--- src/rtl/ctr_pkg.sv ---
package ctr_pkg;
  typedef enum logic {
    OP_INC   = 1'b0,
    OP_FLUSH = 1'b1
  } op_e;
endpackage

--- src/rtl/ctr_sat_add.sv ---
module ctr_sat_add #(
  parameter int PKT_W   = 32,
  parameter int BYTE_W  = 40,
  parameter int DPKT_W  = 16,
  parameter int DBYTE_W = 24
) (
  input  logic [PKT_W-1:0]   old_pkt,
  input  logic [BYTE_W-1:0]  old_bytes,
  input  logic [DPKT_W-1:0]  d_pkt,
  input  logic [DBYTE_W-1:0] d_bytes,
  output logic [PKT_W-1:0]   new_pkt,
  output logic [BYTE_W-1:0]  new_bytes
);
  localparam int PW1 = PKT_W + 1;
  localparam int BW1 = BYTE_W + 1;

  logic [PKT_W:0]  sum_pkt;
  logic [BYTE_W:0] sum_bytes;

  always_comb begin
    sum_pkt   = {1'b0, old_pkt} + PW1'(d_pkt);
    sum_bytes = {1'b0, old_bytes} + BW1'(d_bytes);
    new_pkt   = sum_pkt[PKT_W]    ? '1 : sum_pkt[PKT_W-1:0];
    new_bytes = sum_bytes[BYTE_W] ? '1 : sum_bytes[BYTE_W-1:0];
  end


  always_comb begin
    sat_nowrap_chk: assert ((new_pkt >= old_pkt) && (new_bytes >= old_bytes));
  end
endmodule

--- src/rtl/ctr_inflight.sv ---
module ctr_inflight
  import ctr_pkg::*;
#(
  parameter int ADDR_W  = 4,
  parameter int DPKT_W  = 16,
  parameter int DBYTE_W = 24,
  parameter int RD_LAT  = 2
) (
  input  logic               clk,
  input  logic               rst_n,
  input  logic               push,
  input  op_e                push_op,
  input  logic               push_last,
  input  logic [ADDR_W-1:0]  push_addr,
  input  logic [DPKT_W-1:0]  push_dpkt,
  input  logic [DBYTE_W-1:0] push_dbytes,
  input  logic [ADDR_W-1:0]  probe_a,
  input  logic [ADDR_W-1:0]  probe_b,
  output logic               hit_a,
  output logic               hit_b,
  output logic               tail_valid,
  output op_e                tail_op,
  output logic               tail_last,
  output logic [ADDR_W-1:0]  tail_addr,
  output logic [DPKT_W-1:0]  tail_dpkt,
  output logic [DBYTE_W-1:0] tail_dbytes
);
  logic [RD_LAT-1:0]              v_q, v_d;
  logic [RD_LAT-1:0]              op_q, op_d;
  logic [RD_LAT-1:0]              last_q, last_d;
  logic [RD_LAT-1:0][ADDR_W-1:0]  a_q, a_d;
  logic [RD_LAT-1:0][DPKT_W-1:0]  dp_q, dp_d;
  logic [RD_LAT-1:0][DBYTE_W-1:0] db_q, db_d;
  logic                           shift_en;

  always_comb begin
    v_d[0]    = push;
    op_d[0]   = push_op;
    last_d[0] = push_last;
    a_d[0]    = push_addr;
    dp_d[0]   = push_dpkt;
    db_d[0]   = push_dbytes;
    for (int k = 1; k < RD_LAT; k++) begin
      v_d[k]    = v_q[k-1];
      op_d[k]   = op_q[k-1];
      last_d[k] = last_q[k-1];
      a_d[k]    = a_q[k-1];
      dp_d[k]   = dp_q[k-1];
      db_d[k]   = db_q[k-1];
    end
    shift_en = push | (|v_q);
  end

  always_comb begin
    hit_a = 1'b0;
    hit_b = 1'b0;
    for (int k = 0; k < RD_LAT; k++) begin
      if (v_q[k] && (a_q[k] == probe_a)) hit_a = 1'b1;
      if (v_q[k] && (a_q[k] == probe_b)) hit_b = 1'b1;
    end
  end

  always_ff @(posedge clk or negedge rst_n) begin
    if (!rst_n) v_q <= '0;
    else        v_q <= v_d;
  end

  always_ff @(posedge clk) begin
    if (shift_en) begin
      op_q   <= op_d;
      last_q <= last_d;
      a_q    <= a_d;
      dp_q   <= dp_d;
      db_q   <= db_d;
    end
  end

  assign tail_valid  = v_q[RD_LAT-1];
  assign tail_op     = op_e'(op_q[RD_LAT-1]);
  assign tail_last   = last_q[RD_LAT-1];
  assign tail_addr   = a_q[RD_LAT-1];
  assign tail_dpkt   = dp_q[RD_LAT-1];
  assign tail_dbytes = db_q[RD_LAT-1];


  always_ff @(posedge clk) begin
    if (rst_n) begin
      for (int i = 0; i < RD_LAT; i++)
        for (int j = i + 1; j < RD_LAT; j++)
          if (v_q[i] && v_q[j])
            inflight_uniq_chk: assert (a_q[i] != a_q[j]);
    end
  end
endmodule

--- src/rtl/ctr_gap.sv ---
module ctr_gap #(
  parameter int HOLD_CYC = 5
) (
  input  logic clk,
  input  logic rst_n,
  input  logic arm,
  input  logic done,
  output logic block
);
  localparam int CNT_W = $clog2(HOLD_CYC + 1);

  logic             closing_q, closing_d;
  logic [CNT_W-1:0] cnt_q, cnt_d;

  always_comb begin
    closing_d = closing_q;
    if (arm)  closing_d = 1'b1;
    if (done) closing_d = 1'b0;
    cnt_d = cnt_q;
    if (done)              cnt_d = CNT_W'(HOLD_CYC);
    else if (cnt_q != '0)  cnt_d = cnt_q - 1'b1;
  end

  always_ff @(posedge clk or negedge rst_n) begin
    if (!rst_n) begin
      closing_q <= 1'b0;
      cnt_q     <= '0;
    end else begin
      closing_q <= closing_d;
      cnt_q     <= cnt_d;
    end
  end

  assign block = closing_q | (cnt_q != '0);


  gap_start_chk: assert property (@(posedge clk) disable iff (!rst_n)
    done |=> block);

  gap_count_chk: assert property (@(posedge clk) disable iff (!rst_n)
    (cnt_q != '0) |=> (cnt_q == $past(cnt_q) - 1'b1));
endmodule

--- src/rtl/ctr_rmw_engine.sv ---
module ctr_rmw_engine
  import ctr_pkg::*;
#(
  parameter int ADDR_W   = 4,
  parameter int PKT_W    = 32,
  parameter int BYTE_W   = 40,
  parameter int DPKT_W   = 16,
  parameter int DBYTE_W  = 24,
  parameter int RD_LAT   = 2,
  parameter int HOLD_CYC = 5
) (
  input  logic                      clk,
  input  logic                      rst_n,
  input  logic                      inc_valid,
  output logic                      inc_ready,
  input  logic [ADDR_W-1:0]         inc_addr,
  input  logic [DPKT_W-1:0]         inc_pkt,
  input  logic [DBYTE_W-1:0]        inc_bytes,
  input  logic                      flush_valid,
  input  logic                      flush_last,
  output logic                      flush_ready,
  input  logic [ADDR_W-1:0]         flush_addr,
  output logic                      rsp_valid,
  output logic [ADDR_W-1:0]         rsp_addr,
  output logic [PKT_W-1:0]          rsp_pkt,
  output logic [BYTE_W-1:0]         rsp_bytes,
  output logic                      mem_rd_en,
  output logic [ADDR_W-1:0]         mem_rd_addr,
  input  logic [PKT_W+BYTE_W-1:0]   mem_rd_data,
  output logic                      mem_wr_en,
  output logic [ADDR_W-1:0]         mem_wr_addr,
  output logic [PKT_W+BYTE_W-1:0]   mem_wr_data
);
  localparam int WORD_W = PKT_W + BYTE_W;

  logic               hit_inc, hit_fl, gap_block;
  logic               inc_ok, flush_ok, inc_fire, flush_fire, push;
  op_e                push_op;
  logic [ADDR_W-1:0]  push_addr;
  logic               tail_valid, tail_last;
  op_e                tail_op;
  logic [ADDR_W-1:0]  tail_addr;
  logic [DPKT_W-1:0]  tail_dpkt;
  logic [DBYTE_W-1:0] tail_dbytes;
  logic [PKT_W-1:0]   sum_pkt;
  logic [BYTE_W-1:0]  sum_bytes;
  logic               tail_flush;

  // arbitration: increments first, flush fills the slot an increment leaves
  always_comb begin
    inc_ok      = !hit_inc;
    flush_ok    = !hit_fl && !gap_block;
    inc_ready   = inc_ok;
    flush_ready = flush_ok && !(inc_valid && inc_ok);
    inc_fire    = inc_valid && inc_ready;
    flush_fire  = flush_valid && flush_ready;
    push        = inc_fire || flush_fire;
    push_op     = flush_fire ? OP_FLUSH : OP_INC;
    push_addr   = flush_fire ? flush_addr : inc_addr;
  end

  ctr_inflight #(
    .ADDR_W (ADDR_W), .DPKT_W (DPKT_W), .DBYTE_W (DBYTE_W), .RD_LAT (RD_LAT)
  ) u_inflight (
    .clk         (clk),
    .rst_n       (rst_n),
    .push        (push),
    .push_op     (push_op),
    .push_last   (flush_fire && flush_last),
    .push_addr   (push_addr),
    .push_dpkt   (flush_fire ? '0 : inc_pkt),
    .push_dbytes (flush_fire ? '0 : inc_bytes),
    .probe_a     (inc_addr),
    .probe_b     (flush_addr),
    .hit_a       (hit_inc),
    .hit_b       (hit_fl),
    .tail_valid  (tail_valid),
    .tail_op     (tail_op),
    .tail_last   (tail_last),
    .tail_addr   (tail_addr),
    .tail_dpkt   (tail_dpkt),
    .tail_dbytes (tail_dbytes)
  );

  ctr_sat_add #(
    .PKT_W (PKT_W), .BYTE_W (BYTE_W), .DPKT_W (DPKT_W), .DBYTE_W (DBYTE_W)
  ) u_add (
    .old_pkt   (mem_rd_data[WORD_W-1:BYTE_W]),
    .old_bytes (mem_rd_data[BYTE_W-1:0]),
    .d_pkt     (tail_dpkt),
    .d_bytes   (tail_dbytes),
    .new_pkt   (sum_pkt),
    .new_bytes (sum_bytes)
  );

  ctr_gap #(.HOLD_CYC (HOLD_CYC)) u_gap (
    .clk   (clk),
    .rst_n (rst_n),
    .arm   (flush_fire && flush_last),
    .done  (tail_valid && (tail_op == OP_FLUSH) && tail_last),
    .block (gap_block)
  );

  always_comb begin
    tail_flush  = tail_valid && (tail_op == OP_FLUSH);
    mem_rd_en   = push;
    mem_rd_addr = push_addr;
    mem_wr_en   = tail_valid;
    mem_wr_addr = tail_addr;
    mem_wr_data = tail_flush ? '0 : {sum_pkt, sum_bytes};
    rsp_valid   = tail_flush;
    rsp_addr    = tail_addr;
    rsp_pkt     = mem_rd_data[WORD_W-1:BYTE_W];
    rsp_bytes   = mem_rd_data[BYTE_W-1:0];
  end


  flush_zero_chk: assert property (@(posedge clk) disable iff (!rst_n)
    rsp_valid |-> (mem_wr_en && (mem_wr_addr == rsp_addr) && (mem_wr_data == '0)));

  rd_wr_clash_chk: assert property (@(posedge clk) disable iff (!rst_n)
    (mem_rd_en && mem_wr_en) |-> (mem_rd_addr != mem_wr_addr));

  gap_flush_chk: assert property (@(posedge clk) disable iff (!rst_n)
    (rsp_valid && tail_last) |=> !flush_ready);
endmodule

--- config.mk ---
export PLATFORM = sky130hd
export DESIGN_NAME = ctr_rmw_engine
export DESIGN_NICKNAME = d
export VERILOG_FILES = /design/src/rtl/ctr_pkg.sv /design/src/rtl/ctr_sat_add.sv /design/src/rtl/ctr_inflight.sv /design/src/rtl/ctr_gap.sv /design/src/rtl/ctr_rmw_engine.sv
export SDC_FILE = /design/constraint.sdc
export NUM_CORES = 1
export LEC_CHECK = 0
export BUFFER_PORTS_ARGS = -buffer_cell sky130_fd_sc_hd__buf_2
export CORE_MARGIN = 3
export CORE_UTILIZATION = 45
export CTS_CLUSTER_SIZE = 30
export DETAILED_ROUTE_END_ITERATION = 12
export PLACE_DENSITY = 0.74
export REMOVE_ABC_BUFFERS = 1
export SKIP_LAST_GASP = 1
export SYNTH_ARGS = -nofsm -noshare
export SYNTH_HDL_FRONTEND = slang
export SYNTH_SLANG_ARGS = --single-unit
--- constraint.sdc ---
create_clock -name clk -period 4.2 [get_ports clk]
set_input_delay 0.21 -clock clk [delete_from_list [all_inputs] [get_ports clk]]
set_output_delay 0.21 -clock clk [all_outputs]
set_load 0.02 [all_outputs]
==> results of run 1 <==
==> synthesized netlist by cell type (all sizes together), types with 5 or more instances <==
| cell type | number |
|---|---|
| a211oi | 5 |
| a21o | 18 |
| a21oi | 77 |
| a311oi | 6 |
| a31oi | 19 |
| and2 | 49 |
| and3 | 17 |
| buf | 83 |
| clkbuf | 22 |
| dfrtp | 6 |
| edfxtp | 92 |
| ha | 42 |
| inv | 11 |
| nand2 | 40 |
| nand3 | 12 |
| nand4 | 6 |
| nor2 | 36 |
| nor3 | 13 |
| o211ai | 5 |
| o21a | 13 |
| o21ai | 25 |
| o21bai | 6 |
| or3 | 5 |
| xnor2 | 29 |
| xor2 | 31 |
==> repair_timing <==
item	4_1_cts	5_1_grt
hold buffers	1	0
setup endpoints to repair	0	0
hold endpoints to repair	6	0
setup buffers	0	0
==> path summary, 6_finish.rpt <==
check,to,slack (ns),cells past startpoint
worst max register to register,u_inflight.db_d[42],1.44,10
max in group asynchronous,u_inflight.v_q[1],3.83,2
min in group asynchronous,u_gap.closing_q,0.22,2
worst min register to register,u_inflight.tail_dpkt[0],0.42,0
worst min-delay path,u_inflight.dp_d[21],0.13,2
worst max-delay path,mem_wr_data[14],0.46,11
==> routing by layer <==
layer	up-vias	routed length (um)	global-route usage
met5	-	27	0
met4	4	244	0.0578
met3	22	1130	0.0429
met2	199	8560	0.330
met1	2714	7200	0.239
li1	2938	-	-
==> report_power, final <==
group | internal [mW] | switching (mW) | total [mW]
Sequential | 1.30 | 0.0798 | 1.38
Combinational | 0.763 | 1.24 | 2.00
Clock | 0.524 | 0.345 | 0.869
Total | 2.59 | 1.66 | 4.25
==> sequential cells by signal (all words and copies together), names as in the netlist <==
signal and count:
u_inflight.last_q 2, u_inflight.tail_dpkt 16, u_inflight.dp_d 16, u_gap.cnt_q 3
u_gap.closing_q 1, u_inflight.v_q 2, u_inflight.a_d 4, u_inflight.op_q 2
u_inflight.tail_addr 4, u_inflight.tail_dbytes 24, u_inflight.db_d 24
==> layout make-up <==
cell class,instances,area (um2),area share
antenna,1,2.50,0.000295
clock buffer,10,229,0.0270
clock inverter,6,90.1,0.0106
inverter,11,41.3,0.00487
multi-input combinational,503,3460,0.408
sequential,98,2910,0.343
tap,211,264,0.0311
timing repair buffer,291,1490,0.175
==> through the flow <==
| stage | total power [mW] | utilization | setup slack [ns] |
|---|---|---|---|
| 2_1_floorplan | 2.72 | - | -1.04 |
| 3_3_place_gp | 3.38 | 0.532 | 0.923 |
| 3_5_place_dp | 3.41 | 0.532 | 0.789 |
| 4_1_cts | 4.29 | 0.554 | 0.396 |
| 5_1_grt | 4.53 | 0.554 | 0.150 |
| 6_report | 4.25 | 0.554 | 0.455 |
==> kinds of logic after synthesis <==
logic type                 Yosys count  share of synthesized area
AOI/OAI and AO/OA                  191                      0.172
xor gates and xnor gates            60                     0.0739
adders and majority gates           44                     0.0796
buffers and inverters              116                      0.104
DFF                                 98                      0.410
muxes                                6                    0.00915
and+or+nand+nor                    202                      0.151
==> parameters.txt, run 1 <==
Parameter                              Value

Floorplanning
  Height of the chip    132 um
  Placement row count    45
  DIE AREA    17,300 um2
  Starting Density    0.464
  Core outline area    15,300 um2
  Boundary pin count    286
  Die X-Extent    132 um

Worst setup path
  Kind of critical path    register to output pin
  Worst flop-to-flop path startpoint    u_gap.cnt_q[0]
  Cell breakdown of the critical path    ha_1, fa_1, a211oi_1, o211ai_1, nand4b_1, a31oi_1, nor2_1, or3_1, buf_4, a21oi_1, buf_2
  Crit path required time    3.99 ns
  Beginning of the critical path    u_inflight.tail_dbytes[0]
  Family with the most delay on the worst path    simple AND/OR/NAND/NOR gates
  Max stage delay cell, worst path    or3_1
  Delay of the slowest cell on the worst path    0.55 ns
  Largest fanout on the critical path    17
  Category of the worst setup path capture point    output pin
  Critical path launch point type    register
  Arrival time reported for the critical path endpoint    3.53 ns
  Buffers & Inverters on Critical Path    2

Outcome
  Status    finished, final reports clean

CTS
  Resize count post-CTS    0
  Master cell of the clock root buffer    clkbuf_16
  Clock slew at the register clock pins of the worst setup and hold paths    0.07 ns
  Insertion delay of the later-clocked pin in the worst-skew pair    0.34 ns
  Sinks on Clock Net    98
  CTS H-tree depth    3
  Number of buffers added by the clock tree synthesis step    9
  Maximum clock insertion buffer count    2
  CTS tree    built

Placement
  Post-Place Cell Area    8150 um2
  Detail Placement HPWL    13,700 um
  Post-placement cell count    1,113
  GPL Wtd Cong    0.892
  I/O Buffers    285

Cells and area
  Commonest cells after routing, fill and taps aside    285 x buf_2, 92 x edfxtp_1, 77 x a21oi_1
  Final-stage net count    1,083
  Filler Cells Inserted    1,395
  Final Instance Area    8490 um2
  Commonest non-fill, non-tap cell in the layout    buf_2
  Fraction of final layout cells with drive strength greater than 1    0.348
  Filler-free cell count of the finished design    1,131
  Growth of design area from synthesis to finish    19.4%

Yosys
  Main area contributors after synthesis    edfxtp_1 39%, buf_4 8.5%, ha_1 7.4%
  Seq cells post-synth    98
  Syn_area_per_cell    9.91 um2
  Synth Cell Area    7110 um2
  Largest area contributor in the netlist    edfxtp_1
  Share of flip-flops with an asynchronous set or reset after synthesis    0.0612
  Number of synthesized flops with an enable pin    92
  Distinct cells, synth    56
  Flip-flop cell with the highest count after synthesis    edfxtp_1
  Synth top area share    0.389
  Sequential area share after synthesis    0.410
  Cells after synthesis    717
  Count of synthesis-stage warnings from yosys    0

Drt
  Remaining DRCs    0
  Number of violations reported at the end of detailed-routing iteration 0    218
  Final WL    17,200 um
  Via-to-Cell Ratio    5.20
  Count of antenna-violating nets left after detailed routing    0
  Drt first pass iters    4
  Vias after detailed routing    5,877
  Detail-routed net length per standard cell    15.2 um

Global route
  Global route overflow    0
  Maximum number of pins on one net before global-route repair    52
  Overall global routing resource usage    0.191
  Antenna violations before repair    3
  Global-route wire length before repair    27,500 um
  Number of global-route vias before repair    5,535

Timing
  Setup repair after global routing missed its margin    false
  Setup Total Neg Slack    0 ns
  Least-Margin Pin Slew    0.740 ns
  Final Slew Violations    0
  Maximum achievable frequency    0.267 GHz
  Clock Skew    0.00961 ns
  Number of endpoints with negative hold slack in the final report    0
  Min cycle time layout    3.74 ns
  Headroom to the max-slew limit    0.506
  Worst Hold Margin    0.135 ns
  Period utilization    0.892
  Final setup violation count    0

Flow run
  Number of maximum-capacitance constraint violations    0

Hold path
  Class of the tightest hold or removal check    input pin to register
  Launch point of the worst hold path    inc_pkt[5]

Power and ir drop
  VDD IR-drop max    0.226 mV
  Cell Pwr Density    501 nW/um2
  Standby leakage power    3.90 nW
Power figures use the tool's default switching activity.
==> inputs of run 2 (changes only) <==
--- a/config.mk
+++ b/config.mk
@@ -7,10 +7,10 @@
 export LEC_CHECK = 0
 export BUFFER_PORTS_ARGS = -buffer_cell sky130_fd_sc_hd__buf_2
 export CORE_MARGIN = 3
-export CORE_UTILIZATION = 45
+export CORE_UTILIZATION = 54
 export CTS_CLUSTER_SIZE = 30
 export DETAILED_ROUTE_END_ITERATION = 12
-export PLACE_DENSITY = 0.74
+export PLACE_DENSITY = 0.84
 export REMOVE_ABC_BUFFERS = 1
 export SKIP_LAST_GASP = 1
 export SYNTH_ARGS = -nofsm -noshare
==> constraint.sdc (replaced) <==
create_clock -name clk -period 4.6 [get_ports clk]
set_input_delay 0.23 -clock clk [delete_from_list [all_inputs] [get_ports clk]]
set_output_delay 0.23 -clock clk [all_outputs]
set_load 0.02 [all_outputs]
==> parameters.txt, run 2 (same netlist as run 1, synthesis figures left out) <==
Parameter                              Value

Hold path
  Launch point of the worst hold path    inc_pkt[7]
  Class of the tightest hold or removal check    input pin to register
  Worst min-delay path endpoint    u_inflight.dp_d[23]
  Depth of the worst hold-timing path    2

CTS
  Insertion delay of the later-clocked pin in the worst-skew pair    0.35 ns
  Count of hold buffers inserted by post-cts repair    1
  CTS H-tree depth    3
  Resize count post-CTS    0
  Sinks on Clock Net    98
  Maximum clock insertion buffer count    2
  Number of buffers inserted by post-CTS setup repair    0
  CTS tree    built
  Master cell of the clock root buffer    clkbuf_16
  Clock slew at the register clock pins of the worst setup and hold paths    0.08 ns
  Number of buffers added by the clock tree synthesis step    9

Placement
  Detail Placement HPWL    13,200 um
  GPL Wtd Cong    0.834
  I/O Buffers    285
  Post-placement cell count    1,073

Timing
  Period utilization    0.849
  Final Slew Violations    0
  Number of endpoints with negative hold slack in the final report    0
  Least-Margin Pin Slew    0.866 ns
  Final setup violation count    0
  Clock Skew    0.00822 ns
  Maximum achievable frequency    0.256 GHz
  Min cycle time layout    3.90 ns
  Setup repair after global routing missed its margin    false
  Headroom to the max-slew limit    0.423

Global route
  Overall global routing resource usage    0.219
  Global route overflow    0
  Antenna violations before repair    2
  Global-route wire length before repair    25,700 um
  Number of global-route vias before repair    5,252
  Maximum number of pins on one net before global-route repair    63

Power and ir drop
  Cell Pwr Density    460 nW/um2
  VDD IR-drop max    0.308 mV
  Switching Fraction    0.402
  Sequential power share    0.326
  Relative contribution of combinational cells to total power    0.473
  Net Sw Power    1.56 mW
  Overall power consumption    3.87 mW
  Internal power contribution    2.32 mW
  Standby leakage power    3.89 nW
  Proportion of power drawn by the clock network    0.201

Cells and area
  Commonest non-fill, non-tap cell in the layout    buf_2
  Growth of design area from synthesis to finish    18.5%
  Fraction of final layout cells with drive strength greater than 1    0.349
  Filler-free cell count of the finished design    1,092
  Final-stage net count    1,082
  Commonest cells after routing, fill and taps aside    285 x buf_2, 92 x edfxtp_1, 77 x a21oi_1

Worst setup path
  Family with the most delay on the worst path    simple AND/OR/NAND/NOR gates
  Largest fanout on the critical path    18
  R2R depth    11
  Critical path launch point type    register
  Buffers & Inverters on Critical Path    2
  Kind of critical path    register to output pin
  Worst flop-to-flop path startpoint    u_gap.cnt_q[0]
  End of the worst register-to-register path    u_inflight.tail_dpkt[8]
  Delay of the slowest cell on the worst path    0.43 ns
  Arrival time reported for the critical path endpoint    3.67 ns
  Category of the worst setup path capture point    output pin
  Beginning of the critical path    u_inflight.tail_dbytes[0]
  Max stage delay cell, worst path    fa_1
  Crit path required time    4.37 ns
  Setup slack, reg-to-reg    1.58 ns
  Cell breakdown of the critical path    ha_1, fa_1, a211oi_1, o211ai_1, nand4b_1, a31oi_1, nor2_1, or3_1, buf_4, and4_1, a211oi_2, buf_2

Outcome
  Status    finished, final reports clean

Floorplanning
  Starting Density    0.559
  Core outline area    12,700 um2
  Height of the chip    121 um
  Placement row count    41
  Boundary pin count    286
  Die X-Extent    121 um
  DIE AREA    14,600 um2

Drt
  Drt first pass iters    4
  Vias after detailed routing    5,953
  Final WL    17,000 um
  Detail-routed net length per standard cell    15.5 um
  Remaining DRCs    0
  Count of antenna-violating nets left after detailed routing    0
  Via-to-Cell Ratio    5.45
  Number of violations reported at the end of detailed-routing iteration 0    409

Flow run
  Number of maximum-capacitance constraint violations    0
[run 2: cell types whose count changed in the layout (fill, tap and decap cells not counted), sizes merged]
cell,change
clkinvlp,-1
diode,+1
bufinv,-1
clkbuf,-1
inv,+3
buf,-1
[run 2: metrics by stage]
step	util	hold WS [ns]	area, um2	setup TNS (ns)	worst slack [ns]
floorplan	-	-0.0656	6410	-58.64	-0.637
global placement	0.637	0.0661	8100	0	1.19
detailed placement	0.637	0.0632	8100	0	1.09
CTS	0.662	0.148	8420	0	0.673
global route	0.662	0.153	8420	0	0.344
finish	0.662	0.158	8420	0	0.695
[run 2: worst max-delay path by stage]
stage                              to  cells past startpoint
floorplan           u_inflight.a_d[4]                      7
global placement      mem_wr_data[67]                     12
detailed placement    mem_wr_data[29]                     12
CTS                   mem_wr_data[29]                     12
global route          mem_wr_data[30]                     12
finish                mem_wr_data[29]                     12
[run 2: per-layer routing]
metal | vias to the layer above | global-route usage | part of all wire
met5 | - | 0 | 0.00077
met4 | 2 | 0.0751 | 0.017
met3 | 22 | 0.0379 | 0.068
met2 | 229 | 0.366 | 0.49
met1 | 2755 | 0.290 | 0.43
li1 | 2945 | - | -
[run 2: power groups by stage]
stage                     combinational (mW)  clock, mW  sequential [mW]
final                                   1.83      0.780             1.26
after global routing                    1.99      0.824             1.28
after CTS                               1.84      0.791             1.27
after detailed placement                1.83          0             1.28
after global placement                  1.80          0             1.27
after floorplan                         1.21          0             1.28
[run 2: layout make-up]
class,count,area [um2]
antenna,2,5.00
sequential,98,2910
timing repair buffer,290,1480
tap,172,215
multi-input combinational,503,3460
clock buffer,9,225
fill,1062,4300
inverter,11,41.3
clock inverter,7,83.8
